File: config.mk
export PLATFORM = sky130hd
export DESIGN_NAME = hb_drive_seq
export DESIGN_NICKNAME = d
export VERILOG_FILES = /design/src/rtl/hb_pkg.sv /design/src/rtl/hb_softstart.sv /design/src/rtl/hb_period_timer.sv /design/src/rtl/hb_gate_shaper.sv /design/src/rtl/hb_drive_seq.sv
export SDC_FILE = /design/constraint.sdc
export NUM_CORES = 1
export LEC_CHECK = 0
export BUFFER_PORTS_ARGS = -buffer_cell sky130_fd_sc_hd__buf_2
export CAP_MARGIN = 10
export CORE_UTILIZATION = 50
export CTS_CLUSTER_SIZE = 20
export DETAILED_ROUTE_END_ITERATION = 6
export PLACE_DENSITY = 0.69
export SLEW_MARGIN = 20
export SYNTH_ARGS = -nofsm -noshare
export SYNTH_HDL_FRONTEND = slang
export SYNTH_SLANG_ARGS = --single-unit
File: constraint.sdc
create_clock -name clk -period 15.9 [get_ports clk]
set_input_delay 2.385 -clock clk [delete_from_list [all_inputs] [get_ports clk]]
set_output_delay 2.385 -clock clk [all_outputs]
set_load 0.02 [all_outputs]
File: src/rtl/hb_pkg.sv
package hb_pkg;
  typedef enum logic {LEG_LO = 1'b0, LEG_HI = 1'b1} leg_e;
  typedef enum logic [1:0] {FIRED_NONE = 2'd0, FIRED_LO = 2'd1, FIRED_HI = 2'd2} fired_e;
endpackage

File: src/rtl/hb_softstart.sv
module hb_softstart #(
  parameter int CNT_W    = 10,
  parameter int SS_W     = 10,
  parameter int SS_SHIFT = 2
) (
  input  logic             clk,
  input  logic             rst,
  input  logic             fault,
  input  logic [CNT_W-1:0] dmin,
  input  logic [CNT_W-1:0] dmax,
  output logic             ramp_ok,
  output logic [CNT_W-1:0] on_limit
);
  localparam int THR = ((2 ** SS_W) - 1) * 3 / 20;
  localparam logic [SS_W-1:0] FULL  = '1;
  localparam logic [SS_W-1:0] THR_V = SS_W'(THR);
  localparam int SW = ((SS_W > CNT_W) ? SS_W : CNT_W) + 1;

  logic [SS_W-1:0] ramp;
  logic [SS_W-1:0] over;
  logic [SW-1:0]   grown;
  logic [SW-1:0]   cap;

  always_ff @(posedge clk) begin
    if (rst || fault) ramp <= '0;
    else if (ramp != FULL) ramp <= ramp + 1'b1;
  end

  always_comb begin
    ramp_ok = (ramp >= THR_V);
    over    = ramp - THR_V;
    grown   = SW'(dmin) + SW'(over >> SS_SHIFT);
    cap     = SW'(dmax);
    if (!ramp_ok)      on_limit = dmin;
    else if (grown > cap) on_limit = dmax;
    else               on_limit = CNT_W'(grown);
  end


  ss_clear_chk: assert property (@(posedge clk) disable iff (rst)
    fault |=> (ramp == '0));

  ss_mono_chk: assert property (@(posedge clk) disable iff (rst)
    !$past(fault) |-> (ramp >= $past(ramp)));
endmodule

File: src/rtl/hb_period_timer.sv
module hb_period_timer
  import hb_pkg::*;
#(
  parameter int CNT_W = 10,
  parameter int DT_W  = 6,
  localparam int EW   = CNT_W + 2
) (
  input  logic             clk,
  input  logic             rst,
  input  logic             run,
  input  logic [CNT_W-1:0] cfg_period,
  input  logic [CNT_W-1:0] cfg_duty,
  input  logic [CNT_W-1:0] dmin,
  input  logic [CNT_W-1:0] dmax,
  input  logic [DT_W-1:0]  dt_pre,
  input  logic [DT_W-1:0]  dt_post,
  input  logic [CNT_W-1:0] on_limit,
  output logic             live,
  output leg_e             leg,
  output logic [CNT_W-1:0] cnt,
  output logic [EW-1:0]    t_on,
  output logic [EW-1:0]    t_off,
  output logic [EW-1:0]    t_sec
);
  logic [CNT_W-1:0] per_q;
  logic [CNT_W-1:0] per_n;
  logic [CNT_W-1:0] d_lo, d_hi, d_ss;
  logic [EW-1:0]    need, room, d_rm, d_fin;
  logic [EW-1:0]    on_n, off_n, sec_n;
  logic             wrap;

  always_comb begin
    per_n = (cfg_period < CNT_W'(2)) ? CNT_W'(2) : cfg_period;
    d_lo  = (cfg_duty < dmin) ? dmin : cfg_duty;
    d_hi  = (d_lo > dmax) ? dmax : d_lo;
    d_ss  = (d_hi > on_limit) ? on_limit : d_hi;
    need  = EW'(dt_pre) + EW'(dt_post) + EW'(1);
    room  = (EW'(per_n) > need) ? (EW'(per_n) - need) : '0;
    d_rm  = (EW'(d_ss) > room) ? room : EW'(d_ss);
    d_fin = (d_rm == '0) ? EW'(1) : d_rm;
    on_n  = EW'(dt_pre);
    off_n = on_n + d_fin;
    sec_n = off_n + EW'(dt_post);
    wrap  = live && (cnt == per_q - 1'b1);
  end

  always_ff @(posedge clk) begin
    if (rst || !run) begin
      live  <= 1'b0;
      cnt   <= '0;
      leg   <= LEG_LO;
      per_q <= CNT_W'(2);
      t_on  <= '0;
      t_off <= '0;
      t_sec <= '0;
    end else if (!live || wrap) begin
      live  <= 1'b1;
      cnt   <= '0;
      leg   <= (live && leg == LEG_LO) ? LEG_HI : LEG_LO;
      per_q <= per_n;
      t_on  <= on_n;
      t_off <= off_n;
      t_sec <= sec_n;
    end else begin
      cnt <= cnt + 1'b1;
    end
  end


  snap_hold_chk: assert property (@(posedge clk) disable iff (rst)
    (live && cnt != '0) |-> ($stable(t_on) && $stable(t_off) && $stable(t_sec) && $stable(per_q)));

  leg_flip_chk: assert property (@(posedge clk) disable iff (rst)
    (live && $past(live) && cnt == '0) |-> (leg != $past(leg)));

  room_fit_chk: assert property (@(posedge clk) disable iff (rst)
    live |-> ((t_sec < EW'(per_q)) && (t_off > t_on)));
endmodule

File: src/rtl/hb_gate_shaper.sv
module hb_gate_shaper
  import hb_pkg::*;
#(
  parameter int CNT_W = 10,
  localparam int EW   = CNT_W + 2
) (
  input  logic             clk,
  input  logic             rst,
  input  logic             fault,
  input  logic             live,
  input  leg_e             leg,
  input  logic [CNT_W-1:0] cnt,
  input  logic [EW-1:0]    t_on,
  input  logic [EW-1:0]    t_off,
  input  logic [EW-1:0]    t_sec,
  output logic             pri_lo,
  output logic             pri_hi,
  output logic             sec_a,
  output logic             sec_b
);
  logic   pri_n, rel_off_n;
  logic   lo_n, hi_n, a_n, b_n;
  fired_e last_fired;

  always_comb begin
    pri_n     = live && (EW'(cnt) >= t_on) && (EW'(cnt) < t_off);
    rel_off_n = live && (EW'(cnt) < t_sec);
    lo_n      = pri_n && (leg == LEG_LO);
    hi_n      = pri_n && (leg == LEG_HI);
    a_n       = !(rel_off_n && leg == LEG_LO);
    b_n       = !(rel_off_n && leg == LEG_HI);
  end

  always_ff @(posedge clk) begin
    if (rst || fault) begin
      pri_lo     <= 1'b0;
      pri_hi     <= 1'b0;
      sec_a      <= 1'b1;
      sec_b      <= 1'b1;
      last_fired <= FIRED_NONE;
    end else begin
      pri_lo <= lo_n;
      pri_hi <= hi_n;
      sec_a  <= a_n;
      sec_b  <= b_n;
      if (lo_n && !pri_lo) last_fired <= FIRED_LO;
      else if (hi_n && !pri_hi) last_fired <= FIRED_HI;
    end
  end


  lo_vs_a_chk: assert property (@(posedge clk) disable iff (rst)
    pri_lo |-> !sec_a);

  hi_vs_b_chk: assert property (@(posedge clk) disable iff (rst)
    pri_hi |-> !sec_b);

  pri_excl_chk: assert property (@(posedge clk) disable iff (rst)
    !(pri_lo && pri_hi));

  lo_turn_chk: assert property (@(posedge clk) disable iff (rst)
    $rose(pri_lo) |-> ($past(last_fired) != FIRED_LO));

  hi_turn_chk: assert property (@(posedge clk) disable iff (rst)
    $rose(pri_hi) |-> ($past(last_fired) == FIRED_LO));

  fault_off_chk: assert property (@(posedge clk) disable iff (rst)
    $past(fault) |-> (!pri_lo && !pri_hi && sec_a && sec_b));
endmodule

File: src/rtl/hb_drive_seq.sv
module hb_drive_seq
  import hb_pkg::*;
#(
  parameter int CNT_W    = 10,
  parameter int DT_W     = 6,
  parameter int SS_W     = 10,
  parameter int SS_SHIFT = 2
) (
  input  logic             clk,
  input  logic             rst,
  input  logic             uvlo,
  input  logic             shdn,
  input  logic             vin_low,
  input  logic [CNT_W-1:0] cfg_period,
  input  logic [CNT_W-1:0] cfg_duty,
  input  logic [CNT_W-1:0] cfg_duty_min,
  input  logic [CNT_W-1:0] cfg_duty_max,
  input  logic [DT_W-1:0]  cfg_dt_pre,
  input  logic [DT_W-1:0]  cfg_dt_post,
  output logic             drv_lo,
  output logic             drv_hi,
  output logic             rect_a,
  output logic             rect_b
);
  localparam int EW = CNT_W + 2;

  logic             fault, run, ramp_ok, live;
  logic [CNT_W-1:0] on_limit, cnt;
  logic [EW-1:0]    t_on, t_off, t_sec;
  leg_e             leg;

  assign fault = uvlo || shdn || vin_low;
  assign run   = ramp_ok && !fault;

  hb_softstart #(.CNT_W(CNT_W), .SS_W(SS_W), .SS_SHIFT(SS_SHIFT)) u_ss (
    .clk(clk), .rst(rst), .fault(fault),
    .dmin(cfg_duty_min), .dmax(cfg_duty_max),
    .ramp_ok(ramp_ok), .on_limit(on_limit)
  );

  hb_period_timer #(.CNT_W(CNT_W), .DT_W(DT_W)) u_tmr (
    .clk(clk), .rst(rst), .run(run),
    .cfg_period(cfg_period), .cfg_duty(cfg_duty),
    .dmin(cfg_duty_min), .dmax(cfg_duty_max),
    .dt_pre(cfg_dt_pre), .dt_post(cfg_dt_post), .on_limit(on_limit),
    .live(live), .leg(leg), .cnt(cnt),
    .t_on(t_on), .t_off(t_off), .t_sec(t_sec)
  );

  hb_gate_shaper #(.CNT_W(CNT_W)) u_shp (
    .clk(clk), .rst(rst), .fault(fault),
    .live(live), .leg(leg), .cnt(cnt),
    .t_on(t_on), .t_off(t_off), .t_sec(t_sec),
    .pri_lo(drv_lo), .pri_hi(drv_hi), .sec_a(rect_a), .sec_b(rect_b)
  );


  idle_rst_chk: assert property (@(posedge clk)
    $past(rst) |-> (!drv_lo && !drv_hi && rect_a && rect_b));
endmodule

==> parameters.txt <==
Parameter                              Value

Pwr
  Fraction of power consumed by sequential logic    14.9%
  Leak pwr    3.51 nW
  Comb power frac    65.5%
  Power density normalized to cell area    136 mW/mm²
  Switching power share of the total    45.7%
  Clk pwr share    19.6%
  Cell-internal power    0.602 mW
  Net switching power    0.507 mW
  Overall power consumption    1.11 mW
  Max VDD drop    97.0 µV

Global route
  Via count of the first global-routing pass    6539
  Leftover overflow at the end of global routing    0
  First-pass GRT wire length    32.0 mm
  Pin count of the biggest net entering global routing    38
  Total Routing Usage GR    27.1%
  Antenna violations before repair    3

Detailed routing
  Via density per instance    5.91
  Number of design-rule violations left by the first detailed-router iteration    551
  Total via count after detailed routing    7069
  Mean routed wirelength per cell    16.6 µm
  Number of nets still failing antenna checks after routing    0
  Final routed wirelength across all metal layers    19.8 mm
  Initial DRT Pass Iterations    5
  Residual DRC    0

Floorplan
  Standard-cell rows    44
  Overall die width    123 µm
  Die area    0.0153 mm²
  Chip Height    123 µm
  Core ar.    0.0145 mm²
  Top Ports    61
  Effective utilization at floorplan    51.0%

CTS
  Number of clock sinks    66
  Buffer levels on the longest clock path    2
  Cell at the root of the clock tree    sky130_fd_sc_hd__clkbuf_16
  Level count of the clock H-tree    3
  Clock-pin slew on the worst setup and hold paths    0.06 ns
  Insertion delay of the later-clocked pin in the worst-skew pair    0.33 ns
  Number of buffers created by CTS    9
  Hold buffers post-CTS    0
  TritonCTS clock tree    built
  CTS-repair resized insts    0
  Number of buffers inserted to repair setup after CTS    0

STA
  Total Negative Setup Slacks    0 ns
  Final Hold Slack    0.450 ns
  Slew at the pin with the worst max-slew slack    0.622 ns
  Final slew viol count    0
  Headroom to the max-slew limit    58.4%
  Achievable frequency    0.0785 GHz
  Hold violation total from the final report    0
  Clock Skews    0.00701 ns
  Final clock period utilization by the worst path    80.1%
  Min Tclk post-route    12.74 ns
  Final setup violation count    0
  Worst setup slack after layout    3.16 ns
  RSZ-0062 raised after global routing    false

Critical path
  Most used cell along the critical path    sky130_fd_sc_hd__ha_1
  Critical path peak fanout    17
  Endpoint class of the critical path    flip-flop
  Kind of start point of the critical path    input pin
  Critical Path Slowest Stage Cell    sky130_fd_sc_hd__fa_1
  Critical path required time    16.12 ns
  Stage delay of the slowest cell on the critical path    0.50 ns
  Category of the critical setup timing path    in2reg
  Arrival @ worst endpoint    12.96 ns

Status
  Status    finished clean

Placement
  Placed instance area    0.00782 mm²
  Worst setup slack before clock tree synthesis    3.08 ns
  # placed instances    1178
  Count of input and output buffers    60
  Weighted congestion reported at the end of routability-driven placement    0.987
  Hpwl dp    16.0 mm

Synth
  Main area contributors after synthesis    sky130_fd_sc_hd__ha_1 (19%), sky130_fd_sc_hd__dfxtp_1 (18%), sky130_fd_sc_hd__a21oi_1 (6.0%), sky130_fd_sc_hd__nand2_1 (5.2%), sky130_fd_sc_hd__xnor2_1 (5.1%)
  Syn Std Cell Area    0.00738 mm²
  Async set or reset register ratio after synthesis    0%
  Total of flip-flops plus latches after synthesis    66
  Top FF cell, synth    sky130_fd_sc_hd__dfxtp_1
  Distinct cell type count after synthesis    80
  Mean instance size in the synthesized netlist    7.69 µm²
  Area leader, netlist    sky130_fd_sc_hd__ha_1
  Cell count after synthesis    960
  Number of synthesized flops with an enable pin    0
  Post-synthesis sequential area ratio    17.9%
  Yosys synthesis warning count    0
  Synthesized Nets    1136
  Synth top area share    19.3%

Finish
  Layout-stage area growth over the synthesis result    10.5%
  Fin nets    1181
  Fill cells    1403
  Share of post-route cells with drive strength above 1    11.3%
  Layout Cells excl Fill    1197
  Core Util, Final    56.3%
  Design Area, Final    0.00815 mm²

Worst hold path
  Path type of the worst min-delay path    reg2reg

Job
  Number of maximum-capacitance violations    0
-- state kept, by name, indices dropped and copies added, names as in the netlist, 6 cells and up --
name,count
u_tmr.t_off,12
u_tmr.t_sec,12
u_ss.ramp,10
u_tmr.cnt,10
u_tmr.per_q,10
u_tmr.t_on,6
-- cell families after synthesis --
| kind of cell | count (synthesis) | synth area share, % |
|---|---|---|
| compound gates | 268 | 24.6 |
| xor+xnor | 68 | 8.36 |
| fa+ha+maj | 119 | 20.7 |
| buf+inv | 101 | 5.37 |
| flops | 66 | 17.9 |
| mux | 13 | 1.88 |
| simple gates | 325 | 21.2 |
-- layout by cell type, fill, tap and decap left out, types with 7 or more instances in the layout --
master	netlist	final
sky130_fd_sc_hd__nor4_1	7	7
sky130_fd_sc_hd__a21oi_1	88	88
sky130_fd_sc_hd__nand2_1	103	103
sky130_fd_sc_hd__nor2b_1	7	7
sky130_fd_sc_hd__a211oi_1	23	23
sky130_fd_sc_hd__ha_1	114	114
sky130_fd_sc_hd__and3_1	8	8
sky130_fd_sc_hd__nand3_1	32	32
sky130_fd_sc_hd__a31oi_1	10	10
sky130_fd_sc_hd__nand4_1	13	13
sky130_fd_sc_hd__nand2b_1	15	15
sky130_fd_sc_hd__xor2_1	23	23
sky130_fd_sc_hd__dfxtp_1	66	66
sky130_fd_sc_hd__o211ai_1	7	7
sky130_fd_sc_hd__a21o_1	30	30
sky130_fd_sc_hd__o21a_1	9	9
sky130_fd_sc_hd__mux2_2	7	7
sky130_fd_sc_hd__nor2_1	85	85
sky130_fd_sc_hd__inv_1	68	68
sky130_fd_sc_hd__xnor2_1	43	43
sky130_fd_sc_hd__nor3_1	16	16
sky130_fd_sc_hd__clkbuf_16	0	9
sky130_fd_sc_hd__buf_2	2	60
sky130_fd_sc_hd__o21ai_0	45	45
-- per-layer routing --
| layer | part of all wire [%] | vias to the layer above | global-route usage (%) |
|---|---|---|---|
| met5 | 0.066 | - | 0 |
| met2 | 46 | 204 | 45.9 |
| met1 | 46 | 3267 | 35.1 |
| li1 | - | 3559 | - |
| met4 | 2.2 | 2 | 7.38 |
| met3 | 6.0 | 37 | 4.89 |
-- power groups by stage --
stage	registers (mW)	clock network (mW)	logic, mW
2_1_floorplan	0.169	0	0.556
3_3_place_gp	0.169	0	0.714
3_5_place_dp	0.169	0	0.719
4_1_cts	0.166	0.220	0.726
5_1_grt	0.166	0.227	0.814
6_report	0.166	0.217	0.726
-- final timing paths --
check | from | end | slack (ns) | cells after the start
hold reg to reg | u_tmr.t_sec[1]$_SDFFE_PP0P_ | u_tmr.t_sec[1]$_SDFFE_PP0P_ | 0.45 | 2
setup / recovery | cfg_duty_min[1] | u_tmr.t_sec[9]$_SDFFE_PP0P_ | 3.16 | 44
setup reg to reg | u_ss.ramp[0]$_SDFFE_PP0P_ | u_tmr.t_sec[9]$_SDFFE_PP0P_ | 4.38 | 48
hold / removal | u_tmr.t_sec[1]$_SDFFE_PP0P_ | u_tmr.t_sec[1]$_SDFFE_PP0P_ | 0.45 | 2
-- final cells by class --
cell class                 count  area [µm²]  share of cell area (%)
tap                          184         230                    2.82
antenna                        3        7.51                  0.0921
inverter                      69         259                    3.18
sequential                    66        1320                    16.2
clock inverter                 6        88.8                    1.09
multi-input combinational    793        5660                    69.4
clock buffer                  10         239                    2.93
timing repair buffer          66         345                    4.24
-- cells in the mapped netlist (all sizes together), types with 3 or more instances --
library cell    n
a2111oi         5
a211o           4
a211oi         24
a21o           30
a21oi          89
a221oi          3
a2bb2oi         3
a31oi          10
and2            8
and3            8
and4            3
and4b           3
buf             6
clkbuf         26
dfxtp          66
fa              5
ha            114
inv            68
mux2            7
mux2i           6
nand2         104
nand2b         15
nand3          34
nand4          13
nor2           85
nor2b           7
nor3           16
nor3b           3
nor4            7
o211ai          9
o21a            9
o21ai          49
o21bai          6
o31ai           4
or2             4
or3             6
or4             4
xnor2          44
xor2           23
-- critical path, delay by kind of cell --
family	cells	cell delay (ns)
buffers and inverters	3	0.48
AO/OA/AOI/OAI	19	4.67
AND/OR/NAND/NOR	13	2.68
XOR/XNOR	1	0.17
multiplexers	1	0.41
adder cells (fa/ha/maj)	7	2.17
Power figures use the tool's default switching activity.
